===== src/rtl/r2_fft_agu_pkg.sv =====
package r2_fft_agu_pkg;

  typedef enum logic {
    JOB_XFORM  = 1'b0,
    JOB_REORDER = 1'b1
  } job_e;

  typedef enum logic {
    SEQ_IDLE = 1'b0,
    SEQ_RUN  = 1'b1
  } seq_e;

endpackage


===== src/rtl/agu_sequencer.sv =====
module agu_sequencer
  import r2_fft_agu_pkg::*;
#(
  parameter int LOG2N = 4,
  localparam int BW = LOG2N - 1,
  localparam int SW = (LOG2N > 1) ? $clog2(LOG2N) : 1
) (
  input  logic             clk,
  input  logic             rst_n,
  input  logic             start,
  input  logic             reorder_mode,
  input  logic             op_ready,
  output logic             running,
  output job_e             job,
  output logic [LOG2N-1:0] cnt,
  output logic [SW-1:0]    pass,
  output logic [LOG2N-1:0] span,
  output logic             bfly_wrap,
  output logic             idx_wrap,
  output logic             done
);

  localparam int STAGES = LOG2N;

  seq_e             state_q;
  job_e             job_q;
  logic [LOG2N-1:0] cnt_q;
  logic [SW-1:0]    pass_q;
  logic [LOG2N-1:0] span_q;
  logic             done_q;

  logic fire;
  logic last_pass;
  logic final_beat;

  assign bfly_wrap  = &cnt_q[BW-1:0];
  assign idx_wrap   = &cnt_q;
  assign last_pass  = (pass_q == SW'(STAGES - 1));
  assign fire       = (state_q == SEQ_RUN) && op_ready;
  assign final_beat = fire && ((job_q == JOB_REORDER) ? idx_wrap
                                                      : (bfly_wrap && last_pass));

  always_ff @(posedge clk) begin
    if (!rst_n) begin
      state_q <= SEQ_IDLE;
      job_q   <= JOB_XFORM;
      cnt_q   <= '0;
      pass_q  <= '0;
      span_q  <= '0;
      done_q  <= 1'b0;
    end else begin
      done_q <= 1'b0;
      if (state_q == SEQ_IDLE) begin
        if (start) begin
          state_q <= SEQ_RUN;
          job_q   <= reorder_mode ? JOB_REORDER : JOB_XFORM;
          cnt_q   <= '0;
          pass_q  <= '0;
          span_q  <= LOG2N'(1) << (LOG2N - 1);
        end
      end else if (fire) begin
        if (final_beat) begin
          state_q <= SEQ_IDLE;
          done_q  <= 1'b1;
          cnt_q   <= '0;
          pass_q  <= '0;
        end else if (job_q == JOB_XFORM && bfly_wrap) begin
          cnt_q  <= '0;
          pass_q <= pass_q + 1'b1;
          span_q <= span_q >> 1;
        end else begin
          cnt_q <= cnt_q + 1'b1;
        end
      end
    end
  end

  assign running = (state_q == SEQ_RUN);
  assign job     = job_q;
  assign cnt     = cnt_q;
  assign pass    = pass_q;
  assign span    = span_q;
  assign done    = done_q;

endmodule


===== src/rtl/agu_pair_gen.sv =====
module agu_pair_gen #(
  parameter int LOG2N = 4,
  localparam int BW = LOG2N - 1
) (
  input  logic [BW-1:0]    bfly,
  input  logic [LOG2N-1:0] span,
  output logic [LOG2N-1:0] upper,
  output logic [LOG2N-1:0] lower
);

  logic [LOG2N-1:0] wide;
  logic [LOG2N-1:0] low_mask;

  assign wide     = {1'b0, bfly};
  assign low_mask = span - 1'b1;
  assign upper    = ((wide & ~low_mask) << 1) | (wide & low_mask);
  assign lower    = upper | span;

endmodule


===== src/rtl/agu_twiddle.sv =====
module agu_twiddle #(
  parameter int LOG2N = 4,
  localparam int BW = LOG2N - 1,
  localparam int SW = (LOG2N > 1) ? $clog2(LOG2N) : 1
) (
  input  logic [BW-1:0] bfly,
  input  logic [SW-1:0] pass,
  output logic [BW-1:0] tw
);

  localparam int STAGES = LOG2N;

  logic [BW-1:0] cand [STAGES];

  for (genvar g = 0; g < STAGES; g++) begin : g_shift
    assign cand[g] = bfly << g;
  end

  always_comb begin
    tw = '0;
    for (int g = 0; g < STAGES; g++) begin
      if (pass == SW'(g)) tw = cand[g];
    end
  end

endmodule


===== src/rtl/agu_bitrev.sv =====
module agu_bitrev #(
  parameter int W = 4
) (
  input  logic [W-1:0] din,
  output logic [W-1:0] dout
);

  for (genvar i = 0; i < W; i++) begin : g_rev
    assign dout[i] = din[W-1-i];
  end

endmodule


===== src/rtl/r2_fft_agu.sv =====
module r2_fft_agu
  import r2_fft_agu_pkg::*;
#(
  parameter int LOG2N = 4,
  localparam int BW = LOG2N - 1,
  localparam int SW = (LOG2N > 1) ? $clog2(LOG2N) : 1
) (
  input  logic             clk,
  input  logic             rst_n,
  input  logic             start,
  input  logic             reorder_mode,
  input  logic             op_ready,
  output logic             op_valid,
  output logic [LOG2N-1:0] addr_upper,
  output logic [LOG2N-1:0] addr_lower,
  output logic [BW-1:0]    tw_idx,
  output logic [SW-1:0]    stage,
  output logic             stage_last,
  output logic             done
);

  logic             running;
  job_e             job;
  logic [LOG2N-1:0] cnt;
  logic [SW-1:0]    pass;
  logic [LOG2N-1:0] span;
  logic             bfly_wrap;
  logic             idx_wrap;
  logic [LOG2N-1:0] xf_upper;
  logic [LOG2N-1:0] xf_lower;
  logic [BW-1:0]    xf_tw;
  logic [LOG2N-1:0] rev_idx;
  logic             reorder;

  agu_sequencer #(.LOG2N(LOG2N)) u_seq (
    .clk          (clk),
    .rst_n        (rst_n),
    .start        (start),
    .reorder_mode (reorder_mode),
    .op_ready     (op_ready),
    .running      (running),
    .job          (job),
    .cnt          (cnt),
    .pass         (pass),
    .span         (span),
    .bfly_wrap    (bfly_wrap),
    .idx_wrap     (idx_wrap),
    .done         (done)
  );

  agu_pair_gen #(.LOG2N(LOG2N)) u_pair (
    .bfly  (cnt[BW-1:0]),
    .span  (span),
    .upper (xf_upper),
    .lower (xf_lower)
  );

  agu_twiddle #(.LOG2N(LOG2N)) u_tw (
    .bfly (cnt[BW-1:0]),
    .pass (pass),
    .tw   (xf_tw)
  );

  agu_bitrev #(.W(LOG2N)) u_rev (
    .din  (cnt),
    .dout (rev_idx)
  );

  assign reorder    = (job == JOB_REORDER);
  assign op_valid   = running;
  assign addr_upper = reorder ? cnt     : xf_upper;
  assign addr_lower = reorder ? rev_idx : xf_lower;
  assign tw_idx     = reorder ? '0      : xf_tw;
  assign stage      = reorder ? '0      : pass;
  assign stage_last = reorder ? idx_wrap : bfly_wrap;

endmodule


===== config.mk =====
export PLATFORM = sky130hd
export DESIGN_NAME = r2_fft_agu
export DESIGN_NICKNAME = d
export VERILOG_FILES = /design/src/rtl/r2_fft_agu_pkg.sv /design/src/rtl/agu_sequencer.sv /design/src/rtl/agu_pair_gen.sv /design/src/rtl/agu_twiddle.sv /design/src/rtl/agu_bitrev.sv /design/src/rtl/r2_fft_agu.sv
export SDC_FILE = /design/constraint.sdc
export NUM_CORES = 1
export LEC_CHECK = 0
export BUFFER_PORTS_ARGS = -buffer_cell sky130_fd_sc_hd__buf_4
export CORE_MARGIN = 5
export CORE_UTILIZATION = 59
export CTS_BUF_LIST = sky130_fd_sc_hd__clkbuf_8
export CTS_CLUSTER_DIAMETER = 50
export DETAILED_ROUTE_END_ITERATION = 12
export PLACE_DENSITY = 0.86
export SETUP_SLACK_MARGIN = 0.1
export SLEW_MARGIN = 0
export SYNTH_ARGS = -nofsm -noshare
export SYNTH_HDL_FRONTEND = slang
export SYNTH_HIERARCHICAL = 1
export SYNTH_SLANG_ARGS = --single-unit

===== constraint.sdc =====
create_clock -name clk -period 3.77 [get_ports clk]
set_clock_uncertainty 0.2 [all_clocks]
set_input_delay 0.377 -clock clk [delete_from_list [all_inputs] [get_ports clk]]
set_output_delay 0.377 -clock clk [all_outputs]
set_load 0.05 [all_outputs]

==> impl_metrics.csv, run 1 <==
group,metric,value,unit
outcome,run_status,"finished, final reports clean",
run,max-cap-violations,0,
finish,final-seq-area,260,um^2
drt,wl_per_cell,13.5,um
sta,finalSetupViolations,0,
global_route,global_route.overflow_total,0,
finish,nNetsFinal,135,
global_route,global_route.peak_usage_layer,"met2",
critical_path,cp_data_arrival_time,1.72,ns
cts,cts-root-to-sink-buffers,2,
cts,cts_tree,"yes",
drt,route.final.wire_length,1910,um
sta,final_period_utilization,61.0,%
sta,period_needed,2.30,ns
power,power_density_of_the_placed_cells,281,mW/mm^2
critical_path,r2r-start,"u_seq/job$_SDFFE_PN0P_",
finish,num-fill-cells,124,
die,die_width,50.0,um
finish,antenna_cells,0,
die,initial_utilization,62.6,%
placement,port-buffer-count,20,
power,worst_ir_drop_vdd,0.267,mV
synthesis,netlist_top_cells_area,"dfxtp_1 (28%), mux2_4 (8.0%), ha_1 (5.3%)",
synthesis,synth.net_count,117,
finish,area_of_the_multi_input_gates,608,um^2
sta,setup_tns,0,ns
drt,detailroute.via_count,797,
critical_path,worst_setup_path_end_kind,"primary output",
global_route,grt_util_met1,18.1,%
critical_path,r2r_cells,4,
die,placementRows,14,
global_route,first_global_vias,765,
synthesis,yosysSeqAreaShare,27.6,%
sta,grt_setup_unrepaired,"no",
critical_path,r2r_setup_slack,1.85,ns
global_route,grt.total_usage,16.7,%
cts,clock_sinks,13,
finish,layout_commonest_cell,"buf_4",
synthesis,synth_area_leader_cell,"dfxtp_1",
cts,clk_pin_slew_worst_paths,0.05,ns
cts,cts_post_setup_buffers_inserted,0,
sta,max-slew-margin-rel,53.8,%
drt,antenna_violation_net_count_after_detailed_routing,0,
min_path,timing.hold.worst.class,"primary input to register",
synthesis,synth_area,943,um^2
synthesis,syn-mean-instance-area,8.74,um^2
cts,h-tree-depth,1,
die,core_region_area,0.00151,mm^2
die,die-height,50.0,um
finish,layout.cells.most_common_list,"buf_4 (20), nand2_1 (13), dfxtp_1 (13), nand3_1 (9), inv_1 (6)",
critical_path,classification_of_the_worst_setup_path,"register to primary output",
die,full_die_area,0.00250,mm^2
min_path,min_from,"reorder_mode",
global_route,grt_antenna_before_repair,0,
power,leakagePower,0.496,nW
placement,dpl_worst_slack,1.74,ns
critical_path,timing.critical_path.fanout_max,5,
critical_path,worst_r2r_endpoint,"u_seq/cnt[2]$_SDFFE_PN0P_",
drt,detailedRoute.firstPassIterationCount,4,
global_route,grt_pass1_wl,3290,um
sta,worstMarginPinSlew,0.691,ns
cts,count_of_hold_buffers_inserted_by_post_cts_repair,0,
cts,cts_buffers,3,
finish,area_delta_synth_final,16.8,%
placement,finalWeightedCongestion,0.842,
sta,max_freq,435,MHz
critical_path,critical_path_required,3.19,ns
drt,remaining_drc_errors,0,
drt,drt-initial-drc-count,19,
placement,place.detailed.instances,137,
sta,final_hold_viol_count,0,
cts,clockRootBuffer,"clkbuf_8",
min_path,min_delay_worst_endpoint,"u_seq/job$_SDFFE_PN0P_",
finish,non_filler_instances,141,
global_route,global_route.usage.met2,28.5,%
synthesis,post_synth_num_cell_types,35,
cts,cts_resized,0,
min_path,worstHoldPathCells,3,
global_route,met3_usage,4.82,%
synthesis,post-synth-top-area-fraction,27.6,%
die,floorplan.io_pins,21,
critical_path,critPathLaunchType,"register",
cts,clk_latency,0.24,ns
sta,finalWorstSetupSlack,1.47,ns
placement,hpwlAfterDp,1450,um
sta,max_slew_violation_count,0,
synthesis,synth_seq_cells,13,
drt,route.detailed.vias_per_inst,5.65,
synthesis,yosys_warnings,6,
synthesis,syn_inst,108,
finish,drive_above_1_share,35.2,%
global_route,maximum_number_of_pins_on_one_net_before_global_route_repair,19,
area by class of cell:
cell class / count / area share (%)
clock buffers: 3 / 3.75
multi-input cells: 83 / 55.2
repair buffers: 20 / 13.6
well taps: 16 / 1.82
inverters: 5 / 1.70
flip-flops and latches: 13 / 23.6
clock inverters: 1 / 0.341
through the flow:
step	utilization (%)	total power [W]	cell area, um^2	hold slack [ns]
2_1_floorplan	-	0.000182	943	0.244
3_3_place_gp	70.2	0.000192	1060	0.263
3_5_place_dp	70.2	0.000192	1060	0.266
4_1_cts	73.2	0.000314	1100	0.192
5_1_grt	73.2	0.000325	1100	0.208
6_report	73.2	0.000309	1100	0.198
Yosys cell counts (all sizes together):
cell / number
or2: 1
nor3: 2
o22ai: 2
nor2b: 2
inv: 5
nand2: 14
nor2: 3
o211ai: 1
xnor2: 2
a21o: 1
o2bb2ai: 1
ha: 4
dfxtp: 13
and3: 2
nand2b: 2
mux2: 9
and2: 2
buf: 6
mux2i: 3
o21ai: 5
nand3: 9
and2b: 5
nor3b: 1
a21boi: 5
nand3b: 1
a21oi: 5
or3: 1
clkbuf: 1
critical path, cell delays in order, from the launching register on:
cell	delay, ns
dfxtp_1	0.39
inv_1	0.06
ha_1	0.22
xnor2_1	0.27
o21ai_1	0.10
mux2_4	0.26
buf_4	0.19
power breakdown:
group	internal, W	switching (W)
Clock	0.0000718	0.0000481
Sequential	0.000140	0.00000679
Combinational	0.0000179	0.0000242
Total	0.000230	0.0000791
logic make-up after synthesis:
group	Yosys count	share of synthesized area [%]
adders and majority gates	4	5.31
muxes	12	15.9
AOI/OAI and AO/OA	20	13.5
xor gates and xnor gates	2	1.86
DFF	13	27.6
and+or+nand+nor	45	27.9
buffers and inverters	12	7.96
state kept, by name, indices dropped and copies added, names as in the netlist:
signal / flops
u_seq/job: 1
u_seq/cnt: 4
u_seq/pass: 2
u_seq/done: 1
u_seq/running: 1
u_seq/span: 4
layer usage:
metal | vias up | share of wire [%]
li1 | 405 | -
met1 | 363 | 43
met2 | 25 | 49
met3 | 4 | 5.8
met4 | 0 | 1.4
met5 | - | 0
how the worst max path moves through the flow:
stage                     cells after the start  slack [ns]                       start             to
after floorplan                               5        1.90  u_seq/span[0]$_SDFFE_PN0P_  addr_lower[3]
after global placement                        6        1.80  u_seq/span[0]$_SDFFE_PN0P_  addr_lower[3]
after detailed placement                      6        1.74  u_seq/span[0]$_SDFFE_PN0P_  addr_upper[2]
after CTS                                     6        1.48  u_seq/span[0]$_SDFFE_PN0P_  addr_upper[2]
after global routing                          6        1.38  u_seq/span[0]$_SDFFE_PN0P_  addr_upper[2]
final                                         6        1.47  u_seq/span[0]$_SDFFE_PN0P_  addr_upper[2]
(Power assumes the default switching activity.)
==> inputs of run 2 (changes only) <==
--- a/config.mk
+++ b/config.mk
@@ -7,11 +7,11 @@
 export LEC_CHECK = 0
 export BUFFER_PORTS_ARGS = -buffer_cell sky130_fd_sc_hd__buf_4
 export CORE_MARGIN = 5
-export CORE_UTILIZATION = 59
+export CORE_UTILIZATION = 50
 export CTS_BUF_LIST = sky130_fd_sc_hd__clkbuf_8
 export CTS_CLUSTER_DIAMETER = 50
 export DETAILED_ROUTE_END_ITERATION = 12
-export PLACE_DENSITY = 0.86
+export PLACE_DENSITY = 0.77
 export SETUP_SLACK_MARGIN = 0.1
 export SLEW_MARGIN = 0
 export SYNTH_ARGS = -nofsm -noshare
==> constraint.sdc (replaced) <==
create_clock -name clk -period 2.03 [get_ports clk]
set_clock_uncertainty 0.2 [all_clocks]
set_input_delay 0.203 -clock clk [delete_from_list [all_inputs] [get_ports clk]]
set_output_delay 0.203 -clock clk [all_outputs]
set_load 0.05 [all_outputs]
==> run 2 against run 1 <==
Clock-buffer cell count did not move. Critical path depth did not move. Hold slack got worse by 0.16 ns. Critical endpoint is now addr_lower[3].
==> impl_metrics.csv, run 2 (synthesized netlist as in run 1, its figures left out) <==
group,metric,value,unit
finish,nNetsFinal,142,
global_route,grt_antenna_before_repair,0,
finish,antenna_cells,0,
drt,drt-initial-drc-count,28,
cts,clock_sinks,13,
drt,route.final.wire_length,2100,um
sta,final_hold_viol_count,0,
power,worst_ir_drop_vdd,0.564,mV
die,floorplan.io_pins,21,
power,power,0.000584,W
critical_path,critical_path_required,1.63,ns
finish,layout_cell_area_excl_fill,0.00120,mm^2
sta,setup_tns,0,ns
finish,drive_above_1_share,43.2,%
placement,placed_cell_area,0.00110,mm^2
sta,grt_setup_unrepaired,"yes",
cts,cts_tree,"yes",
die,initial_utilization,53.5,%
global_route,grt_util_met1,18.5,%
outcome,run_status,"finished, final reports clean",
placement,finalWeightedCongestion,0.759,
power,leakagePower,0.551,nW
drt,remaining_drc_errors,0,
global_route,grt.total_usage,15.9,%
critical_path,classification_of_the_worst_setup_path,"register to primary output",
placement,dpl_worst_slack,0.193,ns
critical_path,critical_path.cell_chain,"inv_2, ha_4, xnor2_2, a21o_1, mux2_4, buf_8",
sta,max_freq,525,MHz
cts,count_of_hold_buffers_inserted_by_post_cts_repair,0,
power,power_density_of_the_placed_cells,486,mW/mm^2
drt,route.detailed.vias_per_inst,5.40,
drt,detailroute.via_count,848,
placement,port-buffer-count,20,
sta,worstMarginPinSlew,0.346,ns
sta,finalSetupViolations,0,
global_route,met3_usage,4.23,%
finish,layout.cells.most_common_list,"buf_4 (25), nand2_1 (13), dfxtp_1 (11), nand3_1 (9), mux2_4 (6)",
die,die_width,53.4,um
critical_path,worst_setup_path_end_kind,"primary output",
critical_path,cp_data_arrival_time,1.50,ns
global_route,grt_pass1_wl,3320,um
global_route,global_route.overflow_total,0,
drt,detailedRoute.firstPassIterationCount,4,
critical_path,critPathSlowestCell,"dfxtp_2",
sta,max-slew-margin-rel,76.8,%
cts,clk_latency,0.24,ns
sta,period_needed,1.91,ns
cts,h-tree-depth,1,
critical_path,critPathLaunchType,"register",
min_path,timing.hold.worst.class,"primary input to register",
finish,area_delta_synth_final,27.6,%
global_route,global_route.peak_usage_layer,"met2",
critical_path,timing.critical_path.slowest_cell_delay,0.33,ns
sta,final_period_utilization,93.9,%
run,max-cap-violations,0,
critical_path,timing.critical_path.fanout_max,3,
sta,max_slew_violation_count,0,
cts,cts-root-to-sink-buffers,2,
placement,hpwlAfterDp,1460,um
die,core_region_area,0.00176,mm^2
global_route,global_route.usage.met2,28.4,%
die,full_die_area,0.00286,mm^2
cts,clockRootBuffer,"clkbuf_8",
sta,hold_slack,0.0418,ns
die,placementRows,15,
sta,finalWorstSetupSlack,0.124,ns
global_route,maximum_number_of_pins_on_one_net_before_global_route_repair,19,
cts,cts_buffers,3,
drt,wl_per_cell,13.4,um
drt,antenna_violation_net_count_after_detailed_routing,0,
die,die-height,53.4,um
global_route,first_global_vias,757,
finish,layout_commonest_cell,"buf_4",
cts,clk_pin_slew_worst_paths,0.05,ns
## run 2: final timing paths
kind / from / endpoint / slack (ns) / cells after the start
max: u_seq/span[1]$_SDFFE_PN0P_ / addr_lower[3] / 0.12 / 6
min: reorder_mode / u_seq/job$_SDFFE_PN0P_ / 0.04 / 3
max reg2reg: u_seq/cnt[0]$_SDFFE_PN0P_ / u_seq/cnt[2]$_SDFFE_PN0P_ / 0.33 / 6
min reg2reg: u_seq/span[3]$_SDFFE_PN0P_ / u_seq/span[2]$_SDFFE_PN0P_ / 0.28 / 2
## run 2: routing by layer
layer,wire length [um],up-vias
met5,0,-
met4,0,0
met3,174,0
met2,1040,36
met1,890,391
li1,-,421
## run 2: what timing repair did
item / CTS / global route
cloned: 0 / 0
gates resized for setup: 10 / 1
pin swaps: 0 / 2
setup endpoints to repair: 5 / 3
buffers inserted: 2 / 1
## run 2: cell type report
cell class	instances	area, um^2
multi-input combinational	83	632
fill	149	561
tap	25	31.3
clock inverter	1	3.75
sequential	13	263
inverter	5	18.8
timing repair buffer	27	214
clock buffer	3	41.3
## run 2: through the flow
| step | cells | util (%) |
|---|---|---|
| 6_report | 157 | 68.2 |
| 2_1_floorplan | 108 | - |
| 5_1_grt | 157 | 68.2 |
| 3_3_place_gp | 150 | 62.3 |
| 3_5_place_dp | 150 | 62.3 |
| 4_1_cts | 156 | 67.6 |
## run 2: critical path, delay by kind of cell, from the launching register on
family                   cells  cell delay, ns
AO/OA/AOI/OAI                1            0.16
XOR/XNOR                     1            0.14
adder cells (fa/ha/maj)      1            0.16
buffers and inverters        2            0.20
flip-flops                   1            0.33
multiplexers                 1            0.27
## run 2: power by group
part	leakage, nW	switching (W)	internal [W]
clock network	0.0269	0.0000907	0.000133
logic	0.418	0.0000567	0.0000393
registers	0.107	0.00000378	0.000261
total	0.551	0.000151	0.000433
